$ cat src/rtl/pacc_pkg.sv
package pacc_pkg;
  localparam int unsigned PACC_W_DEF  = 32;
  localparam int unsigned PACC_LO_DEF = 16;
endpackage

$ cat src/rtl/pacc_delay.sv
module pacc_delay #(
  parameter int DW = 16
) (
  input  logic          clk,
  input  logic          rst,
  input  logic          en,
  input  logic [DW-1:0] d_i,
  output logic [DW-1:0] q_o
);
  always_ff @(posedge clk) begin
    if (rst)     q_o <= '0;
    else if (en) q_o <= d_i;
  end

  // a frozen stage keeps its contents
  assert_hold_R5: assert property (@(posedge clk) disable iff (rst)
    (!en) |=> $stable(q_o));
endmodule

$ cat src/rtl/pacc_lo_slice.sv
module pacc_lo_slice #(
  parameter int LO_W = 16
) (
  input  logic            clk,
  input  logic            rst,
  input  logic            en,
  input  logic [LO_W-1:0] inc_i,
  output logic [LO_W-1:0] sum_o,
  output logic            carry_o
);
  logic [LO_W:0] add_w;
  assign add_w = {1'b0, sum_o} + {1'b0, inc_i};

  always_ff @(posedge clk) begin
    if (rst) begin
      sum_o   <= '0;
      carry_o <= 1'b0;
    end else if (en) begin
      sum_o   <= add_w[LO_W-1:0];
      carry_o <= add_w[LO_W];
    end
  end

  // the stored carry is set exactly when the lower slice wrapped
  assert_carry_R3: assert property (@(posedge clk) disable iff (rst)
    en |=> (carry_o == (sum_o < $past(sum_o))));

  // lower slice frozen while disabled
  assert_hold_R5: assert property (@(posedge clk) disable iff (rst)
    (!en) |=> ($stable(sum_o) && $stable(carry_o)));
endmodule

$ cat src/rtl/pacc_hi_slice.sv
module pacc_hi_slice #(
  parameter int HI_W = 16
) (
  input  logic            clk,
  input  logic            rst,
  input  logic            en,
  input  logic [HI_W-1:0] inc_i,
  input  logic            cin_i,
  output logic [HI_W-1:0] sum_o
);
  logic [HI_W-1:0] add_w;
  assign add_w = sum_o + inc_i + HI_W'(cin_i);

  always_ff @(posedge clk) begin
    if (rst)     sum_o <= '0;
    else if (en) sum_o <= add_w;
  end

  // upper slice frozen while disabled
  assert_hold_R5: assert property (@(posedge clk) disable iff (rst)
    (!en) |=> $stable(sum_o));
endmodule

$ cat src/rtl/pacc_top.sv
module pacc_top #(
  parameter int ACC_W = pacc_pkg::PACC_W_DEF,
  parameter int LO_W  = pacc_pkg::PACC_LO_DEF
) (
  input  logic             clk,
  input  logic             rst,
  input  logic             en,
  input  logic [ACC_W-1:0] inc_i,
  output logic [ACC_W-1:0] phase_o
);
  localparam int HI_W = ACC_W - LO_W;

  logic [ACC_W-1:0] inc_q;
  logic [LO_W-1:0]  lo_sum;
  logic [LO_W-1:0]  lo_aligned;
  logic             lo_carry;
  logic [HI_W-1:0]  hi_inc_skew;
  logic [HI_W-1:0]  hi_sum;

  // frequency word register
  always_ff @(posedge clk) begin
    if (rst)     inc_q <= '0;
    else if (en) inc_q <= inc_i;
  end

  pacc_lo_slice #(.LO_W(LO_W)) u_lo (
    .clk(clk), .rst(rst), .en(en),
    .inc_i(inc_q[LO_W-1:0]),
    .sum_o(lo_sum), .carry_o(lo_carry)
  );

  // upper increment waits one stage for its carry
  pacc_delay #(.DW(HI_W)) u_skew (
    .clk(clk), .rst(rst), .en(en),
    .d_i(inc_q[ACC_W-1:LO_W]), .q_o(hi_inc_skew)
  );

  pacc_hi_slice #(.HI_W(HI_W)) u_hi (
    .clk(clk), .rst(rst), .en(en),
    .inc_i(hi_inc_skew), .cin_i(lo_carry),
    .sum_o(hi_sum)
  );

  // lower result waits one stage to meet its upper half
  pacc_delay #(.DW(LO_W)) u_align (
    .clk(clk), .rst(rst), .en(en),
    .d_i(lo_sum), .q_o(lo_aligned)
  );

  assign phase_o = {hi_sum, lo_aligned};

  // reset clears the visible phase on the next edge
  assert_reset_R1: assert property (@(posedge clk)
    rst |=> (phase_o == '0));

  // output frozen while disabled
  assert_hold_R5: assert property (@(posedge clk) disable iff (rst)
    (!en) |=> $stable(phase_o));

  // aligned lower half equals what the lower slice held one step earlier
  assert_align_R3: assert property (@(posedge clk) disable iff (rst)
    en |=> (lo_aligned == $past(lo_sum)));
endmodule

$ cat config.mk
export PLATFORM = sky130hd
export DESIGN_NAME = pacc_top
export DESIGN_NICKNAME = d
export VERILOG_FILES = /design/src/rtl/pacc_pkg.sv /design/src/rtl/pacc_delay.sv /design/src/rtl/pacc_lo_slice.sv /design/src/rtl/pacc_hi_slice.sv /design/src/rtl/pacc_top.sv
export SDC_FILE = /design/constraint.sdc
export NUM_CORES = 1
export LEC_CHECK = 0
export BUFFER_PORTS_ARGS = -buffer_cell sky130_fd_sc_hd__buf_4
export CORE_MARGIN = 1.5
export CORE_UTILIZATION = 40
export DETAILED_ROUTE_END_ITERATION = 6
export PLACE_DENSITY = 0.64
export SLEW_MARGIN = 20
export SYNTH_ARGS = -nofsm -noshare
export SYNTH_HDL_FRONTEND = slang
export SYNTH_SLANG_ARGS = --single-unit
$ cat constraint.sdc
create_clock -name clk -period 5.8 [get_ports clk]
set_input_delay 0.29 -clock clk [delete_from_list [all_inputs] [get_ports clk]]
set_output_delay 0.29 -clock clk [all_outputs]
set_load 0.01 [all_outputs]
==> impl_results.md, run 1 <==
- Ranking of synthesized cells by area: dfxtp_1 41%, mux2i_1 18%, nor2_1 8.0%, ha_1 7.9%, xnor2_1 3.2%
- Tcrit/Tclk final: between 40% and 50%
- Cells after synthesis: 492
- I/O pin count: 67
- Hold worst-path end: inc_q[3]
- Fmax: around 400 MHz
- R2R cell count: 10
- Share of cells above drive strength 1: 15.4%
- Crit Reg-Reg Endpoint: u_hi.sum_o[14]
- Drt total wl: 9380 µm
- CTS HTree Levels: 3
- GRT Residual Overflow: 0
- DR WL/cell: ~13 µm
- CTS max path bufs: 2
- Antenna-violating nets left: 0
- Die W: between 100 and 150 µm
- Synthesized flop and latch total: 97
- Share of the synthesized area in the top cell type: between 40% and 50%
- # rows: 39
- CTS tree: yes
- Crit-path cells: fa_1 -> inv_1 -> fa_1 -> nor2b_1 -> o2111ai_1 -> a311oi_1 -> or2_1 -> a221oi_1 -> xor2_1 -> o21ai_1
- Fin crit period: about 2.5 ns
- CP required: slightly above 6 ns
- RSZ-0062 raised after global routing: false
- Hold_sp: inc_i[3]
- Synth-to-Final Area Change: 19.4%
- Core Box Area: about 11000 µm²
- Max incr delay on CP: approximately 0.45 ns
- Worst-Skew Late Latency: around 0.34 ns
- Data arrival, critical path: 2.73 ns
- Num CTS Buffers: 9
- Initial antenna violation count: 0
- Max-slew violation count: 0
- Vias: 3569
- CP endpoint kind: flip-flop
- Gpl congestion: 0.766
- Reg-to-Reg Start: u_hi.sum_o[0]
- Final nets: roughly 620
- Starting density of the core: around two fifths
- Seq/Total Area, Yosys: 41.1%
- Post-synth top area cell: dfxtp_1
- Die height: between 100 and 150 µm
- Port bufs: 66
- Hold Path Stages: 3
- Least-Margin Pin Slew: about 1.0 ns
- Final Setup Violations: 0
- Post-CTS Setup Repair Bufs: 0
- Max Cap Violations: 0
- # clock sinks: slightly below 100
- Number of global-route vias before repair: between 3000 and 4000
- Prevailing post-synth register cell: dfxtp_1
- GRT Util Overall: 15.8%
- Syn avg cell area: 9.60 µm²
- Endpoints failing hold: 0
- CP startpoint kind: flip-flop
- Yosys warns: 0
- Netlist cell types: 48
- Drt drc: 0
- HPWL after detailed placement: roughly 6500 µm
- Mapped cell area: ~4700 µm²
- # resized after CTS: 0
- Pwr/cell area: 275 nW/µm²
- Critical path class: reg2reg
- CTS root buffer: clkbuf_16
- Worst reg2reg setup slack: about 3.3 ns
- Post-CTS Hold Buffers: 0
- CP max stage cell: fa_1
- Status: finished, final reports clean
- Setup_tns: 0 ns
- Die area: ~12000 µm²
- Hold/Removal Path Class: in2reg
- Asr flop ratio synth: 0%
- Clk_skew: 0.00349 ns
- Peak VDD IR: roughly 0.16 mV
- First-pass GRT wire length: 16000 µm
- Leakage power total: 2.71 nW
- Final Power: approximately 1.6 mW
- CP Max Fanout: 3
- Pre-Repair DR Iteration Count: 4
- Rel. slew slack: a little under a third
- Detail-routed via count per cell: slightly above 5
- Hold slack: about 0.17 ns
- Clk pin slew, worst setup/hold paths: about 0.06 ns
- Most used cell, CP: fa_1
- Post-Syn Nets: 560
- Ant diodes: 0
- Post-synth EDFFs: 0
- DRT iter0 DRCs: around 190
- Pin count of the biggest net entering global routing: around 100
==> worst max path at each step <==
stage | start | to | slack [ns] | cells after the start
after global placement | u_hi.sum_o[0] | u_hi.sum_o[14] | 3.39 | 10
after CTS | u_hi.sum_o[0] | u_hi.sum_o[14] | 3.28 | 10
after detailed placement | u_hi.sum_o[0] | u_hi.sum_o[14] | 3.29 | 10
after global routing | u_hi.sum_o[0] | u_hi.sum_o[12] | 3.07 | 10
after floorplan | u_hi.sum_o[0] | u_hi.sum_o[14] | 3.48 | 10
final | u_hi.sum_o[0] | u_hi.sum_o[14] | 3.30 | 10
==> area by class of cell <==
type                            count  area [µm²]
Sequential cell                    97        1940
Inverter                            5        18.8
Timing Repair Buffer               67         503
Tap cell                          143         179
Multi-Input combinational cell    367        2670
Clock inverter                      2        60.1
Clock buffer                       14         264
Fill cell                        1075        5830
==> placed cells by master (no fill, tap or decap), drive strengths merged, types with 2 or more instances in the layout <==
cell type,Yosys,final
dfxtp,97,97
mux2i,84,84
nand3,4,4
xor2,7,7
or2,2,2
and4,3,3
nand2b,8,8
a21oi,14,14
buf,4,67
a31o,3,3
nor2,101,101
nor3,2,2
o21bai,2,2
a311oi,2,2
o22ai,2,2
a221oi,2,2
nand4,2,2
and3,3,3
o21a,5,5
fa,3,3
nand2,14,14
inv,5,5
nor2b,4,4
a21o,11,11
clkbuf,19,14
xnor2,17,17
a211oi,5,5
bufinv,0,2
a31oi,5,5
ha,30,30
o21ai,17,17
or3,3,3
==> critical path: cells and delay by family, from the launching register on <==
family	cells	cell delay [ns]
flip-flops	1	0.34
AO/OA/AOI/OAI	4	0.80
buffers and inverters	1	0.09
AND/OR/NAND/NOR	2	0.32
adder cells (fa/ha/maj)	2	0.66
XOR/XNOR	1	0.18
==> stage by stage <==
step,worst slack (ns),cells,utilization (%),cell area (µm²)
after floorplan,3.48,492,-,4720
after global placement,3.39,679,46.4,5320
after detailed placement,3.29,679,46.4,5320
after CTS,3.28,695,49.2,5640
after global routing,3.07,695,49.2,5640
final,3.30,695,49.2,5640
==> power breakdown <==
| part | internal [mW] | switching [mW] | leakage [nW] | total (mW) |
|---|---|---|---|---|
| clock | 0.402 | 0.247 | 0.157 | 0.649 |
| sequential | 0.699 | 0.0234 | 0.792 | 0.722 |
| combinational | 0.0889 | 0.0916 | 1.76 | 0.180 |
==> cell families after synthesis <==
logic type	synth area share, %
simple gates	13.9
flops	41.1
mux	18.0
compound gates	11.0
fa+ha+maj	9.22
buf+inv	2.25
xor+xnor	4.45
==> state kept, by name, summed over array words and instances, names as in the netlist <==
signal / cells
inc_q: 32
u_align.q_o: 16
u_hi.sum_o: 16
u_lo.sum_o: 16
u_skew.q_o: 16
u_lo.carry_o: 1
==> synth_stat cells (2+ instances only) <==
| cell type | instances |
|---|---|
| a211oi_1 | 4 |
| a21o_1 | 11 |
| a21oi_1 | 14 |
| a311oi_1 | 2 |
| a31o_1 | 2 |
| a31oi_1 | 5 |
| and3_1 | 3 |
| and4_1 | 3 |
| buf_1 | 3 |
| clkbuf_1 | 19 |
| dfxtp_1 | 97 |
| fa_1 | 3 |
| ha_1 | 30 |
| inv_1 | 5 |
| mux2i_1 | 84 |
| nand2_1 | 14 |
| nand2b_1 | 8 |
| nand3_1 | 4 |
| nand4_1 | 2 |
| nor2_1 | 101 |
| nor2b_1 | 4 |
| nor3_1 | 2 |
| o21a_1 | 5 |
| o21ai_0 | 4 |
| o21ai_1 | 13 |
| o21bai_1 | 2 |
| o22ai_1 | 2 |
| or2_1 | 2 |
| or3_1 | 3 |
| xnor2_1 | 17 |
| xor2_1 | 7 |
==> layer usage <==
metal | vias to the layer above | GRT usage (%) | routed length, µm
li1 | 1829 | - | -
met1 | 1659 | 21.6 | 4690
met2 | 68 | 23.2 | 4070
met3 | 13 | 3.86 | 411
met4 | 0 | 8.10 | 201
met5 | - | 0 | 0
Power figures use the tool's default switching activity.
==> run 2, diff against run 1 <==
PLACE_DENSITY = 0.66   (was 0.64)
clock period = 2.2 ns   (was 5.8 ns; I/O delays follow)
==> run 2 against run 1 <==
Effect of this change: the run now ends with setup timing left; clock power grew to 2.6 times the previous value; flip-flop and latch count stayed put; final cell count increased by 6.3%; via count grew 4.8%; total power rose to 2.7 times the previous value; routed wire length up 7.3%; critical path depth is 2 lower; worst hold slack lost 0.17 ns; worst setup slack worse by 3.4 ns; non-clock buffer count is 44 higher; die area did not move; critical endpoint is now u_lo.sum_o[14]; largest cell class unchanged.
==> impl_results.md, run 2 (same netlist as run 1, synthesis figures left out) <==
- Status: finished with violations
- Failing checks: setup timing
- Reg-to-Reg Start: inc_q[6]
- Max FFs per register: 32
- Drt total wl: around 10000 µm
- CTS tree: yes
- RSZ-0062 raised after global routing: true
- I/O pin count: 67
- # clock sinks: 97
- Final nets: around 660
- Antenna-violating nets left: 0
- Switch share: roughly a quarter
- DRT iter0 DRCs: 156
- Max-slew violation count: 0
- Num CTS Buffers: 9
- Max Cap Violations: 0
- CTS HTree Levels: 3
- Commonest non-fill, non-tap cell in the layout: buf_4
- PnR worst setup slack: -0.0587 ns
- # rows: 39
- Power share of the clock group: between 40% and 50%
- CP required: 2.43 ns
- Commonest cells after routing, fill and taps aside: 102 x buf_4, 100 x nor2_1, 84 x mux2i_1, 79 x dfxtp_1, 22 x ha_1
- CP Max Fanout: 2
- HPWL after detailed placement: just over 7000 µm
- Sequential share of power: about 46%
- First-pass GRT wire length: ~17000 µm
- CTS max path bufs: 2
- GRT Residual Overflow: 0
- Clk_skew: about 0.0066 ns
- Crit Reg-Reg Endpoint: u_lo.sum_o[14]
- Final Power: just over 4 mW
- Hold worst-path end: inc_q[18]
- CP startpoint kind: flip-flop
- Hold Path Stages: 3
- Synth-to-Final Area Change: 31.5%
- Worst reg2reg setup slack: -0.06 ns
- Fin crit period: around 2.3 ns
- Layout fillers: roughly 1000
- Hold_sp: inc_i[18]
- Hold/Removal Path Class: in2reg
- Final Setup Violations: 3
- Rel. slew slack: between 60 and 70%
- Fmax: 443 MHz
- Die W: 112 µm
- Pin count of the biggest net entering global routing: between 60 and 70
- Detail-routed via count per cell: between 5 and 6
- Worst-Skew Late Latency: between 0.3 and 0.4 ns
- Pwr/cell area: ~670 nW/µm²
- Gpl congestion: around 0.83
- Core Box Area: about 11000 µm²
- Least-Margin Pin Slew: around 0.53 ns
- Die area: roughly 12000 µm²
- Data arrival, critical path: between 2 and 2.5 ns
- Vias: between 3000 and 4000
- Placed cell areas: about 5700 µm²
- Starting density of the core: between 40% and 50%
- CTS root buffer: clkbuf_16
- Endpoints failing hold: 0
- Int Pwr: 3.18 mW
- Post-route cell area: 6210 µm²
- Reg with most FFs: inc_q
- Leakage power total: 2.93 nW
- Critical path class: reg2reg
- Peak VDD IR: between 0.4 and 0.5 mV
- Clk pin slew, worst setup/hold paths: ~0.060 ns
- R2R cell count: 8
- Port bufs: between 60 and 70
- Initial antenna violation count: 0
- GRT Util Overall: approximately 16%
- Number of global-route vias before repair: around 3700
- Ant diodes: 0
- Tcrit/Tclk final: 103%
- Share of cells above drive strength 1: 27.7%
- Drt drc: 0
- Psw: around 1 mW
- Comb power frac: a little over an eighth
- DR WL/cell: approximately 14 µm
- Die height: ~110 µm
- Pre-Repair DR Iteration Count: 4
- CP endpoint kind: flip-flop
-- run 2: cell types whose count changed in the layout (fill, tap and decap cells not counted), sizes merged --
cell / previous run / this run
bufinv: 2 / 1
dlygate4sd3: 0 / 7
clkbuf: 14 / 15
buf: 67 / 104
-- run 2: worst max path at each step --
stage | start | to | slack [ns]
final | inc_q[6] | u_lo.sum_o[14] | -0.06
after global routing | u_hi.sum_o[0] | u_hi.sum_o[14] | -0.12
after CTS | inc_q[0] | u_lo.sum_o[14] | -0.06
after detailed placement | inc_q[0] | u_lo.sum_o[14] | -0.11
after global placement | inc_q[0] | u_lo.sum_o[14] | -0.05
after floorplan | u_hi.sum_o[0] | u_hi.sum_o[14] | -0.008
-- run 2: per-stage QoR --
stage               TNS (ns)  util [%]  hold WS, ns  setup WS (ns)  cells
floorplan           -0.00789         -        0.257       -0.00789    492
global placement      -0.108      49.5        0.346        -0.0454    711
detailed placement    -0.312      49.5        0.353         -0.111    711
CTS                   -0.126      53.6     0.000289        -0.0554    736
global route          -0.682      54.1      0.00420         -0.120    739
finish               -0.0902      54.1      0.00294        -0.0587    739
-- run 2: critical path, stage by stage, from the launching register on --
cell     delay (ns)
dfxtp_2        0.33
ha_4           0.23
and3_1         0.19
a221o_1        0.33
a31o_1         0.22
a21o_1         0.18
and3_4         0.19
mux2i_1        0.11
or3_1          0.37
-- run 2: what timing repair did --
action                                  in CTS  in global routing
endpoints found under the setup margin       7                 12
setup buffers                                2                  3
gates resized for setup                     20                 10
hold buffers                                 7                  0
pin swaps                                   11                  4
endpoints found under the hold margin        7                  0
-- run 2: layout make-up --
class                           instances  area (µm²)  area share [%]
Clock inverter                          1        30.0           0.484
Sequential cell                        97        1960            31.6
Multi-Input combinational cell        367        2850            45.9
Clock buffer                           15         298            4.80
Tap cell                              143         179            2.88
Timing Repair Buffer                  111         867            14.0
Inverter                                5        18.8           0.302
-- run 2: layer usage --
layer  global-route usage, %  share of wire, %
met5                       0                 0
met4                    4.47              0.90
met3                    4.30               3.2
met2                    28.1                48
met1                    20.2                47
-- run 2: power by group through the flow --
stage               Clock [mW]  Sequential [mW]  Combinational (mW)
finish                    1.68             1.91               0.565
global route              1.80             1.92               0.623
CTS                       1.72             1.91               0.562
detailed placement           0             1.95               0.542
global placement             0             1.94               0.531
floorplan                    0             1.94               0.350
